**src/rtl/gpo_pkg.sv**
```systemverilog
package gpo_pkg;
  localparam int unsigned OFS_LVL      = 'h004;
  localparam int unsigned OFS_LVL_SET  = 'h008;
  localparam int unsigned OFS_LVL_CLR  = 'h00C;
  localparam int unsigned OFS_EN       = 'h010;
  localparam int unsigned OFS_EN_SET   = 'h014;
  localparam int unsigned OFS_EN_CLR   = 'h018;
  localparam int unsigned OFS_MODE     = 'h030;
  localparam int unsigned OFS_INV      = 'h2B0;
  localparam int unsigned OFS_GATE     = 'h3F8;
  localparam int unsigned OFS_VER      = 'h3FC;
  localparam int unsigned STRIDE       = 4;
  localparam logic [27:0] VERSION_WORD = 28'h2312010;
endpackage

```
**src/rtl/gpo_regfile.sv**
```systemverilog
module gpo_regfile #(
  parameter int N_PINS = 8,
  parameter int ADDR_W = 10
) (
  input  logic              clk,
  input  logic              rst_n,
  input  logic              bus_en,
  input  logic              bus_we,
  input  logic [ADDR_W-1:0] bus_addr,
  input  logic [31:0]       bus_wdata,
  output logic [N_PINS-1:0] lvl_q,
  output logic [N_PINS-1:0] en_q,
  output logic [N_PINS-1:0] inv_lvl_q,
  output logic [N_PINS-1:0] inv_en_q,
  output logic [N_PINS-1:0] od_q,
  output logic              gate_q
);
  import gpo_pkg::*;

  localparam logic [ADDR_W-1:0] A_GATE = ADDR_W'(OFS_GATE);

  logic [N_PINS-1:0] wv;
  logic              wr_any;
  logic              wr_ok;

  assign wv     = bus_wdata[N_PINS-1:0];
  assign wr_any = bus_en && bus_we;
  assign wr_ok  = wr_any && (gate_q || bus_addr == A_GATE);

  generate
    if (N_PINS < 32) begin : g_unused
      logic unused_hi;
      assign unused_hi = ^bus_wdata[31:N_PINS];
    end
  endgenerate

  always_ff @(posedge clk or negedge rst_n) begin
    if (!rst_n) begin
      lvl_q  <= '0;
      en_q   <= '0;
      gate_q <= 1'b1;
    end else if (wr_ok) begin
      if (bus_addr == ADDR_W'(OFS_LVL))     lvl_q <= wv;
      if (bus_addr == ADDR_W'(OFS_LVL_SET)) lvl_q <= lvl_q | wv;
      if (bus_addr == ADDR_W'(OFS_LVL_CLR)) lvl_q <= lvl_q & ~wv;
      if (bus_addr == ADDR_W'(OFS_EN))      en_q  <= wv;
      if (bus_addr == ADDR_W'(OFS_EN_SET))  en_q  <= en_q | wv;
      if (bus_addr == ADDR_W'(OFS_EN_CLR))  en_q  <= en_q & ~wv;
      if (bus_addr == A_GATE)               gate_q <= bus_wdata[0];
    end
  end

  for (genvar p = 0; p < N_PINS; p++) begin : g_pin_cfg
    localparam logic [ADDR_W-1:0] A_INV  = ADDR_W'(OFS_INV + STRIDE * p);
    localparam logic [ADDR_W-1:0] A_MODE = ADDR_W'(OFS_MODE + STRIDE * p);
    always_ff @(posedge clk or negedge rst_n) begin
      if (!rst_n) begin
        inv_lvl_q[p] <= 1'b0;
        inv_en_q[p]  <= 1'b0;
        od_q[p]      <= 1'b0;
      end else if (wr_ok) begin
        if (bus_addr == A_INV) begin
          inv_lvl_q[p] <= bus_wdata[0];
          inv_en_q[p]  <= bus_wdata[2];
        end
        if (bus_addr == A_MODE) od_q[p] <= bus_wdata[2];
      end
    end
  end
endmodule

```
**src/rtl/gpo_rd_mux.sv**
```systemverilog
module gpo_rd_mux #(
  parameter int N_PINS = 8,
  parameter int ADDR_W = 10
) (
  input  logic              bus_en,
  input  logic              bus_we,
  input  logic [ADDR_W-1:0] bus_addr,
  input  logic [N_PINS-1:0] lvl_q,
  input  logic [N_PINS-1:0] en_q,
  input  logic [N_PINS-1:0] inv_lvl_q,
  input  logic [N_PINS-1:0] inv_en_q,
  input  logic [N_PINS-1:0] od_q,
  input  logic              gate_q,
  output logic [31:0]       rdata
);
  import gpo_pkg::*;

  always_comb begin
    rdata = '0;
    if (bus_en && !bus_we) begin
      if (bus_addr == ADDR_W'(OFS_LVL)) rdata[N_PINS-1:0] = lvl_q;
      if (bus_addr == ADDR_W'(OFS_EN))  rdata[N_PINS-1:0] = en_q;
      if (bus_addr == ADDR_W'(OFS_GATE)) rdata[0] = gate_q;
      if (bus_addr == ADDR_W'(OFS_VER))  rdata[27:0] = VERSION_WORD;
      for (int p = 0; p < N_PINS; p++) begin
        if (bus_addr == ADDR_W'(OFS_INV + STRIDE * p)) begin
          rdata[0] = inv_lvl_q[p];
          rdata[2] = inv_en_q[p];
        end
        if (bus_addr == ADDR_W'(OFS_MODE + STRIDE * p)) rdata[2] = od_q[p];
      end
    end
  end
endmodule

```
**src/rtl/gpo_pin_drive.sv**
```systemverilog
module gpo_pin_drive (
  input  logic lvl,
  input  logic en,
  input  logic inv_lvl,
  input  logic inv_en,
  input  logic open_drain,
  output logic po,
  output logic poe
);
  logic v;
  logic e;

  assign v   = lvl ^ inv_lvl;
  assign e   = en ^ inv_en;
  assign po  = open_drain ? 1'b0 : v;
  assign poe = open_drain ? (e & ~v) : e;
endmodule

```
**src/rtl/gpo_bank.sv**
```systemverilog
module gpo_bank #(
  parameter int N_PINS = 8,
  parameter int ADDR_W = 10
) (
  input  logic              clk,
  input  logic              rst_n,
  input  logic              bus_en,
  input  logic              bus_we,
  input  logic [ADDR_W-1:0] bus_addr,
  input  logic [31:0]       bus_wdata,
  output logic [31:0]       bus_rdata,
  output logic [N_PINS-1:0] pad_out,
  output logic [N_PINS-1:0] pad_oe
);
  logic [N_PINS-1:0] lvl_q, en_q, inv_lvl_q, inv_en_q, od_q;
  logic              gate_q;

  gpo_regfile #(.N_PINS(N_PINS), .ADDR_W(ADDR_W)) regs_i (
    .clk(clk), .rst_n(rst_n), .bus_en(bus_en), .bus_we(bus_we),
    .bus_addr(bus_addr), .bus_wdata(bus_wdata),
    .lvl_q(lvl_q), .en_q(en_q), .inv_lvl_q(inv_lvl_q),
    .inv_en_q(inv_en_q), .od_q(od_q), .gate_q(gate_q)
  );

  gpo_rd_mux #(.N_PINS(N_PINS), .ADDR_W(ADDR_W)) rd_i (
    .bus_en(bus_en), .bus_we(bus_we), .bus_addr(bus_addr),
    .lvl_q(lvl_q), .en_q(en_q), .inv_lvl_q(inv_lvl_q),
    .inv_en_q(inv_en_q), .od_q(od_q), .gate_q(gate_q),
    .rdata(bus_rdata)
  );

  for (genvar p = 0; p < N_PINS; p++) begin : g_drv
    gpo_pin_drive drv_i (
      .lvl(lvl_q[p]), .en(en_q[p]), .inv_lvl(inv_lvl_q[p]),
      .inv_en(inv_en_q[p]), .open_drain(od_q[p]),
      .po(pad_out[p]), .poe(pad_oe[p])
    );
  end
endmodule

```
**config.mk**
```make
export PLATFORM = sky130hd
export DESIGN_NAME = gpo_bank
export DESIGN_NICKNAME = d
export VERILOG_FILES = /design/src/rtl/gpo_pkg.sv /design/src/rtl/gpo_regfile.sv /design/src/rtl/gpo_rd_mux.sv /design/src/rtl/gpo_pin_drive.sv /design/src/rtl/gpo_bank.sv
export SDC_FILE = /design/constraint.sdc
export NUM_CORES = 1
export LEC_CHECK = 0
export ABC_AREA = 1
export BUFFER_PORTS_ARGS = -buffer_cell sky130_fd_sc_hd__clkbuf_2
export CAP_MARGIN = 15
export CORE_MARGIN = 1
export CORE_UTILIZATION = 25
export CTS_BUF_LIST = sky130_fd_sc_hd__clkbuf_4 sky130_fd_sc_hd__clkbuf_8
export DETAILED_ROUTE_END_ITERATION = 7
export SETUP_SLACK_MARGIN = 0.2
export SYNTH_ARGS = -nofsm -noshare
export SYNTH_HDL_FRONTEND = slang
export SYNTH_SLANG_ARGS = --single-unit
export TNS_END_PERCENT = 100
```
**constraint.sdc**
```tcl
create_clock -name clk -period 1.6 [get_ports clk]
set_clock_uncertainty 0.05 [all_clocks]
set_input_delay 0.16 -clock clk [delete_from_list [all_inputs] [get_ports clk]]
set_output_delay 0.16 -clock clk [all_outputs]
set_load 0.01 [all_outputs]
```
# Yosys cells after proc, flatten, opt, wreduce, memory -nomap -nowiden
# Index checks and enable logic that the tools add are counted.
# W data, S select, Z words.
# word_totals
register_bits	41
inputBits	46
out_inout_bits	48
wordCells	165
# op_classes
n_eq_ne	24
muxes	51
bitwise	37
reduce_logical	26
# op_table
operator	n
$eq A10 B10 Y1 const B	10
$mux W8	8
$mux W1	41
$eq A10 B6 Y1 const B	4
$eq A10 B7 Y1 const B	4
$reduce_and A2 Y1	19
$eq A10 B5 Y1 const B	3
$mux W28	1
$mux W26	1
$eq A10 B4 Y1 const B	2
$and A8 B8 Y8	2
$or A8 B8 Y8	2
$xor A1 B1 Y1	16
$eq A10 B3 Y1 const B	1
$and A1 B1 Y1	8
$not A1 Y1	8
$not A8 Y8	1
$reduce_bool A3 Y1	2
$logic_and A1 B1 Y1	3
$logic_not A1 Y1	1
$logic_or A1 B1 Y1	1

# Depth between registers and ports, before layout
# depth
depth_word	22
ltp_mapped	19
ltp_nobuf	19

# By module
# A second synthesis with hierarchy kept.
# hier_totals
cells_unflattened	584
area_unflattened_um2	3649.8
# by_module_without_submodules
module	instances	cells_each	area_each_um2	seq_area_each_um2
gpo_regfile	1	320	2283.4	1027.2
gpo_rd_mux	1	160	885.8	0.0
gpo_pin_drive	8	13	60.1	0.0

# Least setup slack after synthesis
# OpenSTA, ideal clock, no wires.
# synth_path
path_type	input to output
startpoint	input port bus_addr[4]
endpoint	output port bus_rdata[0]
t_arrival_ps	1487
required_ps	1390
setup_slack_ps	-97
cell_stages	14
n_path_buf	0
path_cell_list	or2_1 -> nor2_2 -> nand2_2 -> o21ai_1 -> o21ai_1 -> nand2_1 -> o21ai_1 -> nand4_1 -> o21ai_1 -> nand3b_1 -> nand2_1 -> nand2_1 -> nand2_1 -> a21oi_2
# synth_via
elab_chain_len	14
elab_cells_between_ends	25
classes_between	12 x eq/ne; 13 x mux
# synth_lines
item	line_no	rtl
start: declaration	gpo_bank.sv:9	input logic [ADDR_W-1:0] bus_addr,
$eq A10 B3 Y1	gpo_rd_mux.sv:21	if (bus_addr == ADDR_W'(OFS_LVL)) rdata[N_PINS-1:0] = lvl_q;
$mux W8	gpo_rd_mux.sv:21	
$mux W8	gpo_rd_mux.sv:22	if (bus_addr == ADDR_W'(OFS_EN)) rdata[N_PINS-1:0] = en_q;
$mux W1	gpo_rd_mux.sv:23	if (bus_addr == ADDR_W'(OFS_GATE)) rdata[0] = gate_q;
$mux W26	gpo_rd_mux.sv:24	if (bus_addr == ADDR_W'(OFS_VER)) rdata[27:0] = VERSION_WORD;
$mux W1 (7 in a row)	gpo_rd_mux.sv:26	if (bus_addr == ADDR_W'(OFS_INV + STRIDE * p)) begin
$mux W1 (*)	gpo_rd_mux.sv:26	
$mux W28 (*)	gpo_rd_mux.sv:20	if (bus_en && !bus_we) begin
end: declaration	gpo_bank.sv:11	output logic [31:0] bus_rdata,
# Every way passes the cells marked *; elsewhere a longest branch is shown, timed or not.

# Worst setup path after layout
# layout_path
startpoint	input port bus_addr[3]
endpoint	output port bus_rdata[2]
# layout_via
elab_chain_len	21
elab_cells_between_ends	39
classes_between	19 x eq/ne; 20 x mux
# layout_lines
item	line_no	rtl
$eq A10 B3 Y1	gpo_rd_mux.sv:21	
$mux W8	gpo_rd_mux.sv:21	
$mux W8	gpo_rd_mux.sv:22	
$mux W26	gpo_rd_mux.sv:24	
$mux W1	gpo_rd_mux.sv:26	
$mux W1	gpo_rd_mux.sv:30	if (bus_addr == ADDR_W'(OFS_MODE + STRIDE * p)) rdata[2] = od_q[p];
$mux W1	gpo_rd_mux.sv:26	
$mux W1	gpo_rd_mux.sv:30	
(+5 left out)	--	
$mux W1	gpo_rd_mux.sv:30	
$mux W1	gpo_rd_mux.sv:26	
$mux W1	gpo_rd_mux.sv:30	
$mux W1	gpo_rd_mux.sv:26	
$mux W1	gpo_rd_mux.sv:30	
$mux W1	gpo_rd_mux.sv:26	
$mux W1 (*)	gpo_rd_mux.sv:30	
$mux W28 (*)	gpo_rd_mux.sv:20	
# Marked as above.

==> results.json <==
{
  "utilization_pct": 40.8,
  "nFillCells": 1143,
  "max_stage_delay_ns": 0.19,
  "drive_gt1_share_pct": 48.8,
  "cts_buffers": 5,
  "synthCells": 432,
  "synth.area.top_cells": "dfrtp_1, nand2_1, inv_1, buf_4, o21ai_0",
  "async_flop_share_pct": 100,
  "reg2regPathDepth": 7,
  "post_dp_cell_area_um2": 3690,
  "yosysTopAreaCell": "dfrtp_1",
  "fp.coreArea_um2": 11500,
  "power.density_nw_per_um2": 464,
  "worstPathMaxFanout": 4,
  "fin_hold_ws_ns": 0.145,
  "avgViaCountPerCell": 4.53,
  "met2_usage_pct": 24.7,
  "final_cells": 686,
  "die_h_um": 111,
  "grtUsageMet3_pct": 2.23,
  "cp_num_cells": 17,
  "ioPinCount": 94,
  "slew_viol_final": 0,
  "fmax_ghz": 0.473,
  "grt_pass1_wl_mm": 14.9,
  "synth_edf_count": 0,
  "gp_routability_congestion": 0.924,
  "period_share_pct": 132,
  "timing.final.hold_violations": 0,
  "dp_cells": 654,
  "worstMarginPinSlew_ns": 0.671,
  "grt_usage_pct": 15.1,
  "root_buffer": "clkbuf_8",
  "grt_antenna_before_repair": 0,
  "cp-startpoint": "bus_addr[3]",
  "totalPowerFinal_uw": 2180,
  "tritoncts": "built",
  "fin_area_um2": 4700,
  "cp_cell_sequence": "clkbuf_2, inv_1, nand2_1, nor2_4, inv_1, nor2_2, nand2_1, nand3_1, nand2_1, nand2_1, nand2_1, nand4_1, nand2_1, nand2_1, nand2_1, a21oi_2, buf_2",
  "synth_top_area_share_pct": 33.5,
  "syn_avg_cell_area_um2": 6.92,
  "regToRegEndpoint": "regs_i.lvl_q[0]$_DFFE_PN0P_",
  "vdd_drop_max_v": 0.000315,
  "dr.pass1.iters": 6,
  "hp-class": "in2reg",
  "synth_seq_cells": 41,
  "place_hpwl_mm": 6.73,
  "gr-usage-met1_pct": 20.3,
  "cts_buffer_depth": 2,
  "cp-endpoint": "bus_rdata[2]",
  "status": "finished with violations",
  "grt-ovfl-total": 0,
  "worstPathArrival_ns": 1.90,
  "drc": 18,
  "min_period_ns": 2.11,
  "synthTopCellsByCount": "nand2_1, inv_1, buf_4, dfrtp_1",
  "io_buffers": 50,
  "synth_area_um2": 2990,
  "grt_pass1_vias": 2983,
  "violations": "design-rule violations, negative setup slack",
  "rr_startpoint": "regs_i.gate_q$_DFFE_PN1P_",
  "synthFlopType": "dfrtp_1",
  "p_leak_uw": 0.00226,
  "wire_per_inst_um": 14.4,
  "antennaDiodeCount": 0,
  "yosysSeqAreaShare_pct": 34.4,
  "setup_viol": 53,
  "yosys_warnings": 0,
  "fin_ws_ns": -0.513,
  "fp.dieW_um": 111,
  "cp_common_cell": "nand2_1",
  "holdPathStages": 4,
  "required_ns": 1.39,
  "yosys.cell_types.count": 27,
  "rsz0062_at_grt": "yes",
  "slew-limit-headroom_pct": 55.2,
  "start_util_pct": 26.0,
  "clk_latency_ns": 0.30,
  "max_cap_viol_count": 0,
  "antenna_left": 0,
  "cts_sinks": 41,
  "drtIter0Drc": 168,
  "clkSlewWorstSetupHoldPaths_ns": 0.08,
  "cpLargestDelayFamily": "simple AND/OR/NAND/NOR gates",
  "grt.busiest_layer": "met2",
  "nets": 588,
  "dr_total_vias": 3110,
  "crit_buf_inv": 4,
  "startpoint_type": "input port",
  "syn_to_final_growth_pct": 57.2,
  "rows": 39,
  "die-area_um2": 12400,
  "wl_mm": 9.87,
  "end_kind": "output pin",
  "grt_max_degree": 42,
  "r2r_slack_ns": -0.01,
  "yosysMostFrequentCell": "nand2_1",
  "slowest_stage": "nor2_4",
  "critPathKind": "in2out",
  "cts-htree-levels": 2
}
## worst min-delay path by stage
stage	startpoint	endpoint
floorplan	rst_n	regs_i.en_q[0]$_DFFE_PN0P_
global placement	rst_n	regs_i.inv_en_q[1]$_DFFE_PN0P_
detailed placement	rst_n	regs_i.inv_en_q[1]$_DFFE_PN0P_
CTS	bus_wdata[0]	regs_i.en_q[0]$_DFFE_PN0P_
global route	bus_wdata[4]	regs_i.en_q[4]$_DFFE_PN0P_
finish	bus_wdata[0]	regs_i.en_q[0]$_DFFE_PN0P_
## kinds of logic after synthesis
| logic type | synth area share [%] |
|---|---|
| other cells | 0.125 |
| buf+inv | 21.1 |
| xor+xnor | 4.69 |
| simple gates | 23.1 |
| compound gates | 16.6 |
| flops | 34.4 |
## area by class of cell
cell class              instances  area [µm²]  area share [%]
multi-input cells             281        2030            43.3
clock inverters                 3        46.3           0.985
repair buffers                127        1000            21.3
inverters                      86         338            7.19
clock buffers                   5        68.8            1.46
flip-flops and latches         41        1030            22.0
well taps                     143         179            3.81
## through the flow
| stage | worst slack (ns) | TNS [ns] |
|---|---|---|
| finish | -0.513 | -14.85 |
| global route | -0.684 | -19.61 |
| CTS | -0.468 | -6.91 |
| detailed placement | -0.522 | -17.78 |
| global placement | -0.532 | -17.22 |
| floorplan | -0.0375 | -0.228 |
## repair_timing
action                                  CTS  global route
pin swaps                                11            28
endpoints found under the setup margin   63            69
endpoints found under the hold margin    40             0
gates resized for setup                  45           162
cloned                                    0             1
buffers inserted                          8            14
hold buffers                              1             0
## flip-flops by register name (all words and copies together), names as in the netlist
register / count
regs_i.en_q: 8
regs_i.gate_q: 1
regs_i.inv_en_q: 8
regs_i.inv_lvl_q: 8
regs_i.lvl_q: 8
regs_i.od_q: 8
## power breakdown
part | switching (µW) | total (µW) | internal [µW]
Combinational | 168 | 250 | 82.7
Clock | 426 | 894 | 468
Sequential | 1.02 | 1040 | 1040
## worst min-delay path, delay by kind of cell
family | cells | cell delay (ns)
AO/OA/AOI/OAI | 2 | 0.13
buffers and inverters | 1 | 0.12
AND/OR/NAND/NOR | 1 | 0.06
## layer usage
metal	up-vias	wire (µm)
met1	1454	4290
li1	1517	-
met5	-	0
met3	19	554
met4	0	265
met2	120	4760
## layout by cell type (no fill, tap or decap), types with 4 or more instances in the layout
| master | n |
|---|---|
| inv_2 | 5 |
| nand3_1 | 7 |
| a21oi_4 | 6 |
| nand2_2 | 18 |
| a21oi_2 | 15 |
| buf_12 | 5 |
| o21ai_2 | 8 |
| clkbuf_8 | 7 |
| xor2_1 | 7 |
| o21ai_0 | 8 |
| dfrtp_2 | 5 |
| buf_2 | 24 |
| o22ai_2 | 11 |
| nand2_4 | 11 |
| nor2_4 | 11 |
| nor2_2 | 12 |
| dfrtp_1 | 35 |
| inv_1 | 77 |
| xnor2_2 | 6 |
| o21ai_1 | 28 |
| nor2_1 | 21 |
| nand2_8 | 8 |
| nor3_2 | 4 |
| nand4_1 | 4 |
| conb_1 | 19 |
| buf_4 | 56 |
| clkbuf_2 | 21 |
| nand2_1 | 56 |
| buf_6 | 17 |
| o22ai_1 | 8 |
(Power assumes the default switching activity.)
